--- src/rtl/booth_pkg.sv ---
package booth_pkg;

  typedef enum logic [1:0] {
    OP_HOLD = 2'd0,
    OP_ADD  = 2'd1,
    OP_SUB  = 2'd2
  } booth_op_e;

  // Recode the current low multiplier bit and the previous one
  function automatic booth_op_e decode_pair(input logic cur, input logic prev);
    case ({cur, prev})
      2'b10:   return OP_SUB;
      2'b01:   return OP_ADD;
      default: return OP_HOLD;
    endcase
  endfunction

endpackage

--- src/rtl/booth_addsub.sv ---
module booth_addsub #(
  parameter int AW = 9
) (
  input  logic [AW-1:0] a,
  input  logic [AW-1:0] b,
  input  logic          sub,
  output logic [AW-1:0] sum
);
  logic [AW-1:0] b_eff;

  // Subtract by adding the inverted operand plus one; the carry out is dropped
  always_comb begin
    b_eff = sub ? ~b : b;
    sum   = a + b_eff + AW'(sub);
  end
endmodule

--- src/rtl/booth_counter.sv ---
module booth_counter #(
  parameter int W = 8
) (
  input  logic clk,
  input  logic rst,
  input  logic load,
  input  logic dec,
  output logic last
);
  localparam int CW = $clog2(W + 1);

  logic [CW-1:0] cnt;

  always_ff @(posedge clk) begin
    if (rst) begin
      cnt <= '0;
    end else if (load) begin
      cnt <= CW'(W);
    end else if (dec && cnt != '0) begin
      cnt <= cnt - CW'(1);
    end
  end

  assign last = (cnt == CW'(1));
endmodule

--- src/rtl/booth_mult.sv ---
module booth_mult
  import booth_pkg::*;
#(
  parameter int W = 8
) (
  input  logic           clk,
  input  logic           rst,
  input  logic           start,
  input  logic [W-1:0]   mcand,
  input  logic [W-1:0]   mplier,
  output logic           busy,
  output logic           done,
  output logic [2*W-1:0] product
);
  // One guard bit keeps A - M exact when M is the most negative value
  localparam int AW = W + 1;

  logic [AW-1:0] acc, m_reg, sum, acc_op, acc_sh;
  logic [W-1:0]  q, q_sh;
  logic          qm1;
  booth_op_e     op;
  logic          load, last;

  assign load = start && !busy;

  always_comb op = decode_pair(q[0], qm1);

  booth_addsub #(.AW(AW)) u_addsub (
    .a   (acc),
    .b   (m_reg),
    .sub (op == OP_SUB),
    .sum (sum)
  );

  // Conditional update, then arithmetic right shift of {acc, q, qm1}
  always_comb begin
    acc_op = (op == OP_HOLD) ? acc : sum;
    acc_sh = {acc_op[AW-1], acc_op[AW-1:1]};
    q_sh   = {acc_op[0], q[W-1:1]};
  end

  booth_counter #(.W(W)) u_cnt (
    .clk  (clk),
    .rst  (rst),
    .load (load),
    .dec  (busy),
    .last (last)
  );

  always_ff @(posedge clk) begin
    if (rst) begin
      busy    <= 1'b0;
      done    <= 1'b0;
      product <= '0;
      acc     <= '0;
      m_reg   <= '0;
      q       <= '0;
      qm1     <= 1'b0;
    end else begin
      done <= 1'b0;
      if (load) begin
        acc   <= '0;
        m_reg <= {mcand[W-1], mcand};
        q     <= mplier;
        qm1   <= 1'b0;
        busy  <= 1'b1;
      end else if (busy) begin
        acc <= acc_sh;
        q   <= q_sh;
        qm1 <= q[0];
        if (last) begin
          busy    <= 1'b0;
          done    <= 1'b1;
          product <= {acc_sh[W-1:0], q_sh};
        end
      end
    end
  end
endmodule

--- config.mk ---
export PLATFORM = sky130hd
export DESIGN_NAME = booth_mult
export DESIGN_NICKNAME = d
export VERILOG_FILES = /design/src/rtl/booth_pkg.sv /design/src/rtl/booth_addsub.sv /design/src/rtl/booth_counter.sv /design/src/rtl/booth_mult.sv
export SDC_FILE = /design/constraint.sdc
export NUM_CORES = 1
export LEC_CHECK = 0
export ABC_AREA = 0
export ABC_CLOCK_PERIOD_IN_PS = 2400
export CORE_ASPECT_RATIO = 0.8
export CORE_MARGIN = 2
export CORE_UTILIZATION = 46
export DETAILED_ROUTE_END_ITERATION = 8
export GPL_TIMING_DRIVEN = 0
export MAX_ROUTING_LAYER = met4
export PLACE_DENSITY_LB_ADDON = 0.2
export RECOVER_POWER = 100
export SLEW_MARGIN = 20
export SYNTH_ARGS = -nofsm -noshare
export SYNTH_HDL_FRONTEND = slang
export SYNTH_SLANG_ARGS = --single-unit
--- constraint.sdc ---
create_clock -name clk -period 2.4 [get_ports clk]
set_input_delay 0.72 -clock clk [delete_from_list [all_inputs] [get_ports clk]]
set_output_delay 0.72 -clock clk [all_outputs]
set_load 0.02 [all_outputs]
Word-level counts from Yosys, hierarchy flattened
Cells that the tools add are included.
- $add $sub $neg: 3
- multiply operators: 0
- divide/modulo/power cells: 0
- order comparisons: 0
- equality and inequality tests: 4
- shifts and indexed selects: 0
- mux-type cells: 11
- bitwise operators: 3
- reduce and logical (&&, ||, !) cells: 10
- operators with widths (cell ; count):
    2-to-1 mux 9 bit ; 2
    2-to-1 mux 8 bit ; 2
    adder 9 x 1 -> 9 bit ; 1
    adder 9 bit ; 1
    NOT 9 bit ; 1
    2-to-1 mux 4 bit ; 2
    == test 2 bit, second input constant ; 2
    == test 4 x 1 -> 1 bit, second input constant ; 1
    2-to-1 mux 1 bit ; 4
    one-hot mux 2 bit (2 select lines) ; 1
    nonzero test 2 bit ; 2
    nonzero test 4 bit ; 1
    subtractor 4 x 1 -> 4 bit, second input constant ; 1
    AND reduction 3 bit ; 1
    OR reduction 3 bit ; 1
    == test 2 x 1 -> 1 bit, second input constant ; 1
    logical AND 1 bit ; 2
    zero test 2 bit ; 1
    NOT 1 bit ; 2
    OR reduction 2 bit ; 1
    zero test 1 bit ; 1
- register bits: 47
- latch bits: 0
- memory bits (writable): 0
- ROM bits: 0
- input bits: 19
- output and inout bits: 18
- word-level logic and storage cells: 40
- memories: 0

Logic depth before layout (Yosys ltp)
- depth in word-level cells: 9
- gate-level depth with buffers: 11
- mapped depth without buffers: 10

Modules after synthesis
A second synthesis with hierarchy kept.
- cells, all modules: 261
- area total of the unflattened synthesis: 2417.3 um2
- modules (own cells, without submodules) (module ; times used ; cells an instance ; area an instance (um2) ; sequential area each (um2)):
    booth_mult ; 1 ; 173 ; 1692.9 ; 860.8
    booth_addsub ; 1 ; 63 ; 489.2 ; 0.0
    booth_counter ; 1 ; 25 ; 235.2 ; 80.1

Least setup slack after synthesis
Ideal clock, no wire load.
- path kind: register to register
- start: reg qm1
- end: reg product[11]
- library setup time: 86 ps
- data arrival time: 2119 ps
- data required time: 2314 ps
- setup slack: 195 ps
- stages on the path, launching flop included: 12
- buffers on the path: 1
- period minus slack after synthesis: 2205 ps
- path through: dfxtp_1 inv_1 ha_1 buf_6 xor2_1 inv_1 fa_1 nor2b_1 o21a_1 nor3_1 o31a_1 a211oi_1
- longest elaborated chain between the ends: 7
- RTL lines (item ; line ; RTL):
    from (decl) ; booth_mult.sv:20 ; logic qm1;
    from (signal assigned) ; booth_mult.sv:70 ; qm1 <= q[0];
    == test 2 x 1 -> 1 bit or == test 2 bit (tied branches) ; booth_pkg.sv:11 ; case ({cur, prev})
    one-hot mux 2 bit (2 select lines) (*) ; booth_pkg.sv:11 ;
    == test 2 bit ; booth_mult.sv:31 ; .sub (op == OP_SUB),
    2-to-1 mux 9 bit ; booth_addsub.sv:13 ; b_eff = sub ? ~b : b;
    adder 9 bit ; booth_addsub.sv:14 ; sum = a + b_eff + AW'(sub);
    adder 9 x 1 -> 9 bit ; booth_addsub.sv:14 ;
    2-to-1 mux 9 bit (*) ; booth_mult.sv:37 ; acc_op = (op == OP_HOLD) ? acc : sum;
    to (signal assigned) ; booth_mult.sv:74 ; product <= {acc_sh[W-1:0], q_sh};
    to (decl) ; booth_mult.sv:13 ; output logic [2*W-1:0] product
Every way passes the cells marked *; elsewhere a longest branch is shown, timed or not.
A chain may end at the register's enable or synchronous reset.

Worst setup path in the final report
- start: reg qm1
- end: reg product[15]
The elaborated chain is that of the path after synthesis.

==> results.tsv <==
metric	value	unit
synth.avg_cell_area	8.455	um^2
grt_overflow	0	
synth_area	2367	um^2
synth_edf_count	0	
firstDrtPassIters	4	
final_cell_mix	dfxtp_1, nand2_1, nor2_1, clkdlybuf4s50_1, a21oi_1	
die_w	84.21	um
grt_pass1_vias	1896	
ctsRootBufferMaster	clkbuf_8	
hold_viol	0	
final-setup-viol-count	0	
ys_warn_count	0	
clock_skew	0.004652	ns
synth-main-ff-cell	dfxtp_1	
cts_tree	done	
synth_fa_ha_area_share	6.660	%
ys_seq_area_share	39.75	%
max_freq	425.3	MHz
timing.slew.headroom	54.10	%
synth_top_family_by_area	simple AND/OR/NAND/NOR gates	
io_pins	37	
syn_nets	311	
core	4979	um^2
drcViolationCount	0	
regMostFlops	product	
ys_ff_latch	47	
post_drt_via_cell_ratio	5.441	
worstHoldStart	product[6]	
fin_crit_sh	97.98	%
arrival	2.58	ns
final_util	61.30	%
synthMuxAreaShare	6.501	%
clockBufferDepth	2	
path_cells	inv_2, ha_4, buf_12, buf_4, xor2_1, ha_1, or4b_1, a21oi_2, a222oi_1, a211oi_1	
cp-startpoint	qm1	
synth_compound_area_share	18.34	%
wire_per_inst	15.22	um
synth-xor-area-share	4.440	%
dp_hpwl	4026	um
grt_pass1_wl	9308	um
antenna_found_initial	0	
mostFrequentLayoutCell	dfxtp_1	
grt_max_degree	15	
clkTransAtPathRegs	0.09	ns
cp_max_fo	8	
path_class	flip-flop to flip-flop	
yosys.area_share.simple	19.13	%
detail-route-antenna-nets	0	
routabilityCongestion	0.8736	
min_period	2.351	ns
wirelength	5935	um
endpoint_kind	flip-flop	
grt.total_usage	21.84	%
grt_setup_unrepaired	yes	
ys_types	40	
worst_path_dominant_cell_family	adder cells	
num-fill-cells	448	
async_reset_ff_share	0	%
syn_to_final_growth	28.91	%
die_area	5740	um^2
die_y	68.17	um
cp_slowest_cell	or4b_1	
largest_reg_flops	16	
layout.nets	358	
crit_buf_inv	3	
irDropWorstVdd	0.3969	mV
critPathMaxStageDelay	0.48	ns
start_util	47.55	%
critPathLaunchType	flip-flop	
setup_ws	0.04857	ns
finalMaxSlewViolations	0	
dpl_worst_slack	-0.08475	ns
postCtsHoldBufs	0	
num_vias	2122	
cts.sink_count	47	
insertion_delay	0.31	ns
status	finished clean	
rows	23	
tightest_slew	0.6886	ns
drt-initial-drc-count	181	
io_buffers	35	
p_per_area	590.3	nW/um^2
synth_cells	280	
antennaDiodeCount	0	
hold_class	flip-flop to flip-flop	
h-tree-depth	2	
drv_cap	0	
critPathRequiredTime	2.63	ns
worstReg2RegStart	qm1	
leakage	1.146	nW
drive_above_1_share	11.59	%
cts_buffers	5	
-- synthesized netlist by cell type, types with 2 or more instances --
cell type / n / share of area, %
nor2b_1: 6 / 1.6
a311oi_1: 2 / 0.74
a31oi_1: 2 / 0.53
dfxtp_1: 47 / 40
nand3_1: 2 / 0.42
inv_1: 6 / 0.95
buf_4: 2 / 0.63
nor2_1: 35 / 5.5
o21a_1: 4 / 1.3
xnor2_1: 2 / 0.74
nand2_1: 39 / 6.2
buf_2: 5 / 1.1
ha_1: 11 / 5.8
nor3_1: 8 / 1.7
mux2i_1: 14 / 5.9
nand2b_1: 4 / 1.1
a211oi_2: 2 / 1.1
o21ai_0: 8 / 1.7
buf_6: 2 / 0.95
a21oi_1: 31 / 6.6
a222oi_1: 3 / 1.3
xor2_1: 10 / 3.7
a211oi_1: 9 / 2.9
clkbuf_1: 10 / 1.6
-- worst register-to-register path, cell delays in order, from the launching register on --
cell and delay (ns):
dfxtp_2 0.34, inv_2 0.04, ha_4 0.15, buf_12 0.14
buf_4 0.13, xor2_1 0.14, ha_1 0.35, or4b_1 0.48
a21oi_2 0.15, a222oi_1 0.10, a211oi_1 0.24
-- where the power goes --
group / internal, mW / leakage, nW / switching (mW)
sequential: 0.814 / 0.384 / 0.0284
combinational: 0.155 / 0.701 / 0.189
clock: 0.337 / 0.0612 / 0.277
-- per-layer routing --
| metal | track usage, % | vias to the layer above | wire, um | part of all wire (%) |
|---|---|---|---|---|
| met2 | 34.42 | 52 | 2764 | 47 |
| li1 | - | 1061 | - | - |
| met4 | 7.258 | 0 | 69 | 1.2 |
| met3 | 3.981 | 7 | 263 | 4.4 |
| met5 | - | - | 0 | 0 |
| met1 | 28.75 | 1002 | 2838 | 48 |
-- worst paths after layout --
check	endpoint	slack (ns)	depth (start not counted)
worst max-delay path	product[15]	0.05	10
worst max register to register	product[15]	0.05	10
worst min register to register	product[6]	0.46	2
worst min-delay path	product[6]	0.46	2
-- logic make-up (layout without fill, tap and decap cells) --
kind of cell,Yosys count,after routing
multiplexers,15,15
adder cells (fa/ha/maj),12,12
XOR/XNOR,12,12
buffers and inverters,25,73
AND/OR/NAND/NOR,101,101
AO/OA/AOI/OAI,68,68
flip-flops,47,47
-- stage by stage --
step | setup TNS [ns] | cell area, um^2 | hold slack, ns | instances | power [mW]
after CTS | -0.006184 | 2952 | 0.4577 | 389 | 1.780
after floorplan | 0 | 2367 | 0.4407 | 280 | 1.068
final | 0 | 3052 | 0.4551 | 390 | 1.802
after global routing | -0.06786 | 3052 | 0.4739 | 390 | 1.886
after detailed placement | -0.1688 | 2795 | 0.4453 | 377 | 1.167
after global placement | -0.09093 | 2795 | 0.4427 | 377 | 1.159
-- layout make-up --
type	instances	area, um^2	area share [%]
Multi-Input combinational cell	208	1394	45.67
Sequential cell	47	943.4	30.91
Timing Repair Buffer	40	391.6	12.83
Buffer	19	105.1	3.444
Clock buffer	6	82.58	2.706
Tap cell	62	77.57	2.542
Clock inverter	2	35.03	1.148
Inverter	6	22.52	0.7380
-- repair_timing --
| action | 4_1_cts | 5_1_grt |
|---|---|---|
| pin swaps | 4 | 9 |
| endpoints found under the setup margin | 3 | 8 |
| resized for setup | 2 | 20 |
| gates cloned | 0 | 0 |
| buffers inserted | 4 | 1 |
Note: power is estimated with default switching activity, not from simulation.
